==> src/rtl/custom_op_pkg.sv <==
package custom_op_pkg;

  localparam int INSTR_W    = 32;
  localparam int MAC_STAGES = 3;

  localparam logic [6:0] OPC_R3  = 7'b0001011;
  localparam logic [6:0] OPC_R4  = 7'b0101011;
  localparam logic [6:0] OPC_R5A = 7'b1011011;
  localparam logic [6:0] OPC_R5B = 7'b1111011;

  // Operation chosen for an instruction word
  typedef enum logic [2:0] {
    K_NONE,   // not a custom opcode
    K_XNOR,
    K_MAC,
    K_AND4,
    K_XOR4,
    K_HANG    // custom opcode with no assigned operation
  } opKind_e;

  // Strobes from control to datapath
  typedef struct packed {
    logic    capture;
    logic    finish;
    logic    abort;
    opKind_e kind;
  } ctrlStrobe_t;

  function automatic opKind_e decodeKind(input logic [INSTR_W-1:0] w);
    opKind_e k;
    unique case (w[6:0])
      OPC_R3:  k = ({w[31:25], w[14:12]} == 10'd0) ? K_XNOR : K_HANG;
      OPC_R4:  k = (w[14:12] == 3'd0) ? K_MAC : K_HANG;
      OPC_R5A: k = K_AND4;
      OPC_R5B: k = K_XOR4;
      default: k = K_NONE;
    endcase
    return k;
  endfunction

  function automatic logic isSingleCycle(input opKind_e k);
    return (k == K_XNOR) || (k == K_AND4) || (k == K_XOR4);
  endfunction

endpackage

==> src/rtl/custom_op_ctrl.sv <==
module custom_op_ctrl
  import custom_op_pkg::*;
#(
  parameter int TIMEOUT = 128,
  parameter bit ENABLE  = 1'b1
) (
  input  logic               clk,
  input  logic               rstN,
  input  logic               startIn,
  input  logic [INSTR_W-1:0] instrIn,
  output ctrlStrobe_t        strobe,
  output logic               busyOut
);

  localparam int CNT_W = $clog2(TIMEOUT + 1);
  localparam logic [CNT_W-1:0] MAC_LAST = CNT_W'(MAC_STAGES - 1);
  localparam logic [CNT_W-1:0] TMO_LAST = CNT_W'(TIMEOUT - 1);

  opKind_e          kindLive;
  opKind_e          kindQ;
  logic             busyQ;
  logic [CNT_W-1:0] cntQ;
  logic             accept;
  logic             goBusy;

  assign kindLive = decodeKind(instrIn);
  assign accept   = startIn && !busyQ && (kindLive != K_NONE);
  assign goBusy   = accept && ENABLE && !isSingleCycle(kindLive);
  assign busyOut  = busyQ;

  always_comb begin
    strobe      = '0;
    strobe.kind = busyQ ? kindQ : kindLive;
    if (accept) begin
      strobe.capture = 1'b1;
      if (!ENABLE)                          strobe.abort  = 1'b1;
      else if (isSingleCycle(kindLive))     strobe.finish = 1'b1;
    end else if (busyQ) begin
      if (kindQ == K_MAC && cntQ == MAC_LAST) strobe.finish = 1'b1;
      else if (cntQ == TMO_LAST)              strobe.abort  = 1'b1;
    end
  end

  always_ff @(posedge clk) begin
    if (!rstN) begin
      busyQ <= 1'b0;
      kindQ <= K_NONE;
      cntQ  <= '0;
    end else if (goBusy) begin
      busyQ <= 1'b1;
      kindQ <= kindLive;
      cntQ  <= CNT_W'(1);
    end else if (busyQ) begin
      if (strobe.finish || strobe.abort) begin
        busyQ <= 1'b0;
        cntQ  <= '0;
      end else begin
        cntQ <= cntQ + CNT_W'(1);
      end
    end
  end

endmodule

==> src/rtl/custom_op_dpath.sv <==
module custom_op_dpath
  import custom_op_pkg::*;
#(
  parameter int DATA_W = 32
) (
  input  logic              clk,
  input  logic              rstN,
  input  ctrlStrobe_t       strobe,
  input  logic [DATA_W-1:0] opA,
  input  logic [DATA_W-1:0] opB,
  input  logic [DATA_W-1:0] opC,
  input  logic [DATA_W-1:0] opD,
  output logic [DATA_W-1:0] resultOut,
  output logic              doneOut,
  output logic              illegalOut
);

  logic [DATA_W-1:0] prodQ;
  logic [DATA_W-1:0] addendQ;
  logic [DATA_W-1:0] sumQ;
  logic [DATA_W-1:0] quickRes;
  logic [DATA_W-1:0] finalRes;
  logic [DATA_W-1:0] resultQ;
  logic              doneQ;
  logic              illegalQ;

  always_comb begin
    unique case (strobe.kind)
      K_XNOR:  quickRes = ~(opA ^ opB);
      K_AND4:  quickRes = opA & opB & opC & opD;
      K_XOR4:  quickRes = opA ^ opB ^ opC ^ opD;
      default: quickRes = '0;
    endcase
  end

  assign finalRes = (strobe.kind == K_MAC) ? sumQ : quickRes;

  // Multiply-add pipeline: product and addend at start, sum one cycle later
  always_ff @(posedge clk) begin
    if (!rstN) begin
      prodQ   <= '0;
      addendQ <= '0;
      sumQ    <= '0;
    end else begin
      if (strobe.capture) begin
        prodQ   <= opA * opB;
        addendQ <= opC;
      end
      sumQ <= prodQ + addendQ;
    end
  end

  always_ff @(posedge clk) begin
    if (!rstN) begin
      resultQ  <= '0;
      doneQ    <= 1'b0;
      illegalQ <= 1'b0;
    end else begin
      doneQ    <= strobe.finish;
      illegalQ <= strobe.abort;
      resultQ  <= strobe.finish ? finalRes : '0;
    end
  end

  assign resultOut  = resultQ;
  assign doneOut    = doneQ;
  assign illegalOut = illegalQ;

endmodule

==> src/rtl/custom_op_unit.sv <==
module custom_op_unit
  import custom_op_pkg::*;
#(
  parameter int DATA_W  = 32,
  parameter int TIMEOUT = 128,
  parameter bit ENABLE  = 1'b1
) (
  input  logic              clk,
  input  logic              rstN,
  input  logic              startIn,
  input  logic [31:0]       instrIn,
  input  logic [DATA_W-1:0] opA,
  input  logic [DATA_W-1:0] opB,
  input  logic [DATA_W-1:0] opC,
  input  logic [DATA_W-1:0] opD,
  output logic [4:0]        rs3IdxOut,
  output logic [4:0]        rs4IdxOut,
  output logic [DATA_W-1:0] resultOut,
  output logic              doneOut,
  output logic              illegalOut
);

  ctrlStrobe_t strobe;
  logic        busyW;
  logic [6:0]  opc;
  logic        isR4;
  logic        isR5;

  assign opc  = instrIn[6:0];
  assign isR4 = (opc == OPC_R4);
  assign isR5 = (opc == OPC_R5A) || (opc == OPC_R5B);

  assign rs3IdxOut = (isR4 || isR5) ? instrIn[31:27] : 5'd0;
  assign rs4IdxOut = isR5 ? {instrIn[26:25], instrIn[14:12]} : 5'd0;

  custom_op_ctrl #(
    .TIMEOUT(TIMEOUT),
    .ENABLE (ENABLE)
  ) u_ctrl (
    .clk    (clk),
    .rstN   (rstN),
    .startIn(startIn),
    .instrIn(instrIn),
    .strobe (strobe),
    .busyOut(busyW)
  );

  custom_op_dpath #(
    .DATA_W(DATA_W)
  ) u_dpath (
    .clk       (clk),
    .rstN      (rstN),
    .strobe    (strobe),
    .opA       (opA),
    .opB       (opB),
    .opC       (opC),
    .opD       (opD),
    .resultOut (resultOut),
    .doneOut   (doneOut),
    .illegalOut(illegalOut)
  );

endmodule

==> config.mk <==
export PLATFORM = sky130hd
export DESIGN_NAME = custom_op_unit
export DESIGN_NICKNAME = d
export VERILOG_FILES = /design/src/rtl/custom_op_pkg.sv /design/src/rtl/custom_op_ctrl.sv /design/src/rtl/custom_op_dpath.sv /design/src/rtl/custom_op_unit.sv
export SDC_FILE = /design/constraint.sdc
export NUM_CORES = 2
export LEC_CHECK = 0
export CORE_ASPECT_RATIO = 0.6
export CORE_MARGIN = 1
export CORE_UTILIZATION = 50
export CTS_CLUSTER_DIAMETER = 80
export DETAILED_ROUTE_END_ITERATION = 12
export PLACE_DENSITY = 0.71
export SKIP_CTS_REPAIR_TIMING = 1
export SLEW_MARGIN = 25
export SYNTH_ARGS = -nofsm -noshare
export SYNTH_HDL_FRONTEND = slang
export SYNTH_SLANG_ARGS = --single-unit
==> constraint.sdc <==
create_clock -name clk -period 8.73 [get_ports clk]
set_input_delay 1.746 -clock clk [delete_from_list [all_inputs] [get_ports clk]]
set_output_delay 1.746 -clock clk [all_outputs]
set_load 0.01 [all_outputs]
# Yosys cells after proc, flatten, opt, wreduce, memory -nomap -nowiden
# Cells that the tools add are included.
# word_totals
reg_bits	142
inputBits	163
out_inout_bits	44
elab_cells	74
# op_classes
add_sub_neg	2
mul	1
eq_ne	14
muxes	22
n_bitwise	8
reduce_logical	17
# ops
cell	count
$and A32 B32 Y32	3
$pmux W32 S3	1
$xor A32 B32 Y32	3
$add A32 B32 Y32	1
$mul A32 B32 Y32	1
$mux W32	1
$not A32 Y32	1
$eq A7 B7 Y1 const B	2
$eq A3 B2 Y1 const B	4
$mux W1	12
$pmux W3 S4	1
$logic_not A10 Y1	1
$mux W5	2
$mux W3	3
$add A8 B1 Y8 const B	1
$eq A8 B2 Y1 const B	1
$eq A8 B7 Y1 const B	1
$mux W8	1
$eq A7 B4 Y1 const B	1
$eq A7 B6 Y1 const B	1
$eq A3 B1 Y1 const B	2
$eq A3 B3 Y1 const B	2
$logic_or A1 B1 Y1	5
$logic_and A1 B1 Y1	4
8 further kinds	9

# Longest topological paths before layout
# logic_depth
depth_word	12
ltp_mapped	27
mapped_depth_nobuf	25

# Cells and area by module
# Synthesis repeated with hierarchy kept, for this count alone.
# unflattened
cells_unflattened	2704
hier_area_um2	23837.9
# modules_own_cells
module	instances	cells_per_inst	area_per_inst_um2	seq_area_each_um2
custom_op_dpath	1	2575	22876.9	2602.5
custom_op_ctrl	1	106	837.1	240.2
custom_op_unit	1	23	123.9	0.0

# Worst setup path before layout
# Ideal clock, no wire load.
# synth_timing
path_type	in2reg
start	input port opA[11]
end	register u_dpath.prodQ[25]
setup_time_ns	0.122
t_arrival_ns	7.959
t_required_ns	8.608
path_slack_ns	0.649
stages	25
n_path_buf	2
path_cell_list	clkbuf_1 > clkbuf_1 > and2_1 > fa_1 > fa_1 > fa_1 > inv_1 > fa_1 > inv_1 > fa_1 > inv_1 > fa_1 > inv_1 > fa_1 > fa_1 > ha_1 > nand4_1 > nor2_1 > a211o_1 > nor2_1 > a221oi_1 > o41ai_1 > o21bai_1 > xnor2_1 > o21ai_0
# synth_between
elab_chain_cells	1
# synth_lines
element	line	rtl
start: declaration	custom_op_unit.sv:12	input logic [DATA_W-1:0] opA,
$mul A32 B32 Y32	custom_op_dpath.sv:46	prodQ <= opA * opB;
end signal: assignment	custom_op_dpath.sv:46	
end: declaration	custom_op_dpath.sv:18	logic [DATA_W-1:0] prodQ;
# No other way between the ends.
# A chain may end at the register's enable or synchronous reset.

# Final worst setup path
# layout_timing
start	input port opA[11]
end	register u_dpath.prodQ[30]
# Same word-level chain as after synthesis.

==> qor.yml <==
placed_design:
  place_congestion: 0.976
  dp_slack_ns: -0.445
  io_buffer_count: 191
  dp_hpwl_um: 62900
timing:
  hold_violations: 0
  fin_skew_ns: 0.0125
  finalCriticalPeriod_ns: 8.54
  setup_viol: 0
  final_max_slew_viol_count: 0
  setup_tns_ns: 0
  fin_crit_sh_pct: 97.8
  fin_ws_ns: 0.195
  fmax_mhz: 117
  slew_headroom_pct: 45.8
  tightest_slew_ns: 0.812
yosys:
  synthCells: 2645
  synth_area_um2: 23500
  synth-async-reset-ratio_pct: 0
  yosysSeqAreaShare_pct: 12.1
  synth-main-ff-cell: "dfxtp_1"
  synth_seq_cells: 142
  syn_area_per_cell_um2: 8.89
  synth_warnings: 0
  synth_fp_nets: 3405
  synth_edf_count: 0
  yosys.cell_types.count: 62
worst_setup_path:
  crit_type: "in2reg"
  rr_startpoint: "u_dpath.addendQ[10]"
  slowest_delay_ns: 0.51
  crit_required_ns: 9.04
  r2r_slack_ns: 5.42
  r2r-end: "u_dpath.sumQ[31]"
  cp.arrival_ns: 8.85
  crit_fanout: 7
  critPathSlowestCell: "clkdlybuf4s50_1"
  reg2regPathDepth: 10
  worstSetupStartpointType: "primary input"
  critical_path.most_common_cell: "fa_1"
  cp-end-kind: "flip-flop"
global_route:
  grt_pass1_wl_um: 117000
  grt.total_usage_pct: 32.5
  overflow: 0
  grt_max_degree: 68
  antenna_found_initial: 2
  grt_pass1_vias: 20700
route:
  wl_per_cell_um: 21.4
  drt_iter0_markers: 1671
  firstDrtPassIters: 5
  final_antenna_net_count: 0
  post-route-drc-count: 0
  viasPerCell: 5.56
  vias: 19900
  wl_um: 76400
finish:
  drive_gt1_share_pct: 8.67
  multi_input_area_um2: 18700
  layout.area.seq_um2: 2840
  fill_cells: 3949
  syn_to_final_growth_pct: 19.8
  layout.nets: 3689
cts:
  clk_pin_slew_ns: 0.05
  htree_levels: 4
  clock_latency_ns: 0.44
  cts_buffers: 17
  cts_max_path_buffers: 2
  cts_root_buf: "clkbuf_16"
  clkSinkCount: 142
  cts_tree: "built"
floorplan:
  die_width_um: 282
  core_um2: 46300
  pin_count: 207
  die_area_um2: 47900
  rows: 61
  initial_core_util_pct: 50.8
  die_h_um: 170
outcome:
  outcome: "completed"
min_path:
  whs_path_depth: 2
  hold_class: "reg2reg"
  hp-start: "u_dpath.prodQ[10]"
  hold_end: "u_dpath.prodQ[10]"
job:
  maxCapViolations: 0
critical path: cells and delay by family:
family                     cells  cell delay [ns]
adders and majority gates      9             4.00
xor gates and xnor gates       1             0.18
buffers and inverters          7             1.25
AOI/OAI and AO/OA              6             1.31
and+or+nand+nor                2             0.35
state kept, by name (all words and copies together) (netlist names):
name and flops:
u_ctrl.busyOut 1, u_dpath.addendQ 32, u_dpath.resultOut 32, u_dpath.doneOut 1, u_ctrl.kindQ 3, u_dpath.sumQ 32, u_ctrl.cntQ 8, u_dpath.prodQ 32
u_dpath.illegalOut 1
per-layer routing:
layer | wire, um | up-vias | GRT usage, % | share of wire [%]
met1 | 34100 | 9934 | 46.9 | 45
met2 | 32200 | 913 | 47.8 | 42
met4 | 2250 | 0 | 9.90 | 2.9
met3 | 7870 | 109 | 8.24 | 10
li1 | - | 8896 | - | -
met5 | 0 | - | 0 | 0
final cells by class:
class / instances / share of cell area [%]
Clock inverter: 11 / 0.511
Timing Repair Buffer: 392 / 13.3
Inverter: 396 / 5.28
Clock buffer: 19 / 1.57
Tap cell: 630 / 2.80
Antenna cell: 2 / 0.0178
Sequential cell: 142 / 10.1
Multi-Input combinational cell: 1980 / 66.5
cell usage in the layout (no fill, tap or decap), drive strengths merged, types with 12 or more instances in the layout:
cell	count
a21o	56
a21oi	113
a31oi	37
a32oi	31
and2	359
and3	12
buf	201
clkbuf	19
clkdlybuf4s50	189
dfxtp	142
fa	409
ha	188
inv	396
nand2	307
nand2b	36
nand3	18
nand4	43
nor2	74
nor3	20
o21ai	43
xnor2	101
xor2	36
cell families (layout without fill, tap and decap cells):
family	after synthesis	count (layout)	synth area share (%)
AND/OR/NAND/NOR	908	908	20.1
adder cells (fa/ha/maj)	597	597	44.8
buffers and inverters	523	818	8.54
AO/OA/AOI/OAI	335	335	9.11
flip-flops	142	142	12.1
XOR/XNOR	138	138	5.20
multiplexers	2	2	0.106
other	0	2	0
cell usage after synthesis (3+ instances only):
cell type	instances	share of area [%]
a31o_2	4	0.15
a221oi_1	4	0.15
a32oi_1	31	1.2
dfxtp_1	142	12
o211ai_1	4	0.13
nand2_1	307	4.9
xnor2_1	101	3.8
a31oi_1	37	0.98
buf_2	6	0.13
xor2_1	36	1.3
nor3_1	18	0.38
and3_1	12	0.32
a211o_1	4	0.15
o22ai_1	4	0.11
nand2b_1	36	0.96
a21o_1	56	1.8
o21a_1	7	0.22
nor4_1	3	0.080
a21oi_1	113	2.4
nor2b_1	9	0.24
or3_1	3	0.080
or2_2	3	0.080
buf_6	5	0.24
ha_1	188	10
fa_1	409	35
nand4_1	43	1.1
and2_1	359	9.5
clkbuf_1	112	1.8
a211oi_1	7	0.22
o21bai_1	7	0.22
buf_1	4	0.064
nor2_1	74	1.2
o21ai_0	42	0.89
nand3_1	18	0.38
inv_1	395	6.3
nor3b_1	5	0.16
metrics by stage:
| stage | area [um^2] | instances | util (%) | hold WS [ns] |
|---|---|---|---|---|
| floorplan | 23500 | 2645 | - | 0.436 |
| global placement | 27500 | 3540 | 59.4 | 0.447 |
| detailed placement | 27500 | 3540 | 59.4 | 0.454 |
| CTS | 28100 | 3570 | 60.7 | 0.462 |
| global route | 28200 | 3571 | 60.8 | 0.475 |
| finish | 28200 | 3572 | 60.8 | 0.459 |
worst max-delay path by stage:
stage                     startpoint           endpoint  slack (ns)  cells after the start
after floorplan              opA[11]  u_dpath.prodQ[25]        0.65                     25
final                        opA[11]  u_dpath.prodQ[30]        0.19                     25
after CTS                    opA[12]  u_dpath.prodQ[31]       -0.01                     23
after global routing          opB[9]  u_dpath.prodQ[30]       -0.05                     25
after global placement       opA[12]  u_dpath.prodQ[25]       -0.36                     26
after detailed placement     opA[12]  u_dpath.prodQ[31]       -0.45                     22
Power is not shown: default switching activity piles up to over one toggle a cycle in this logic, so the estimate is an artifact.
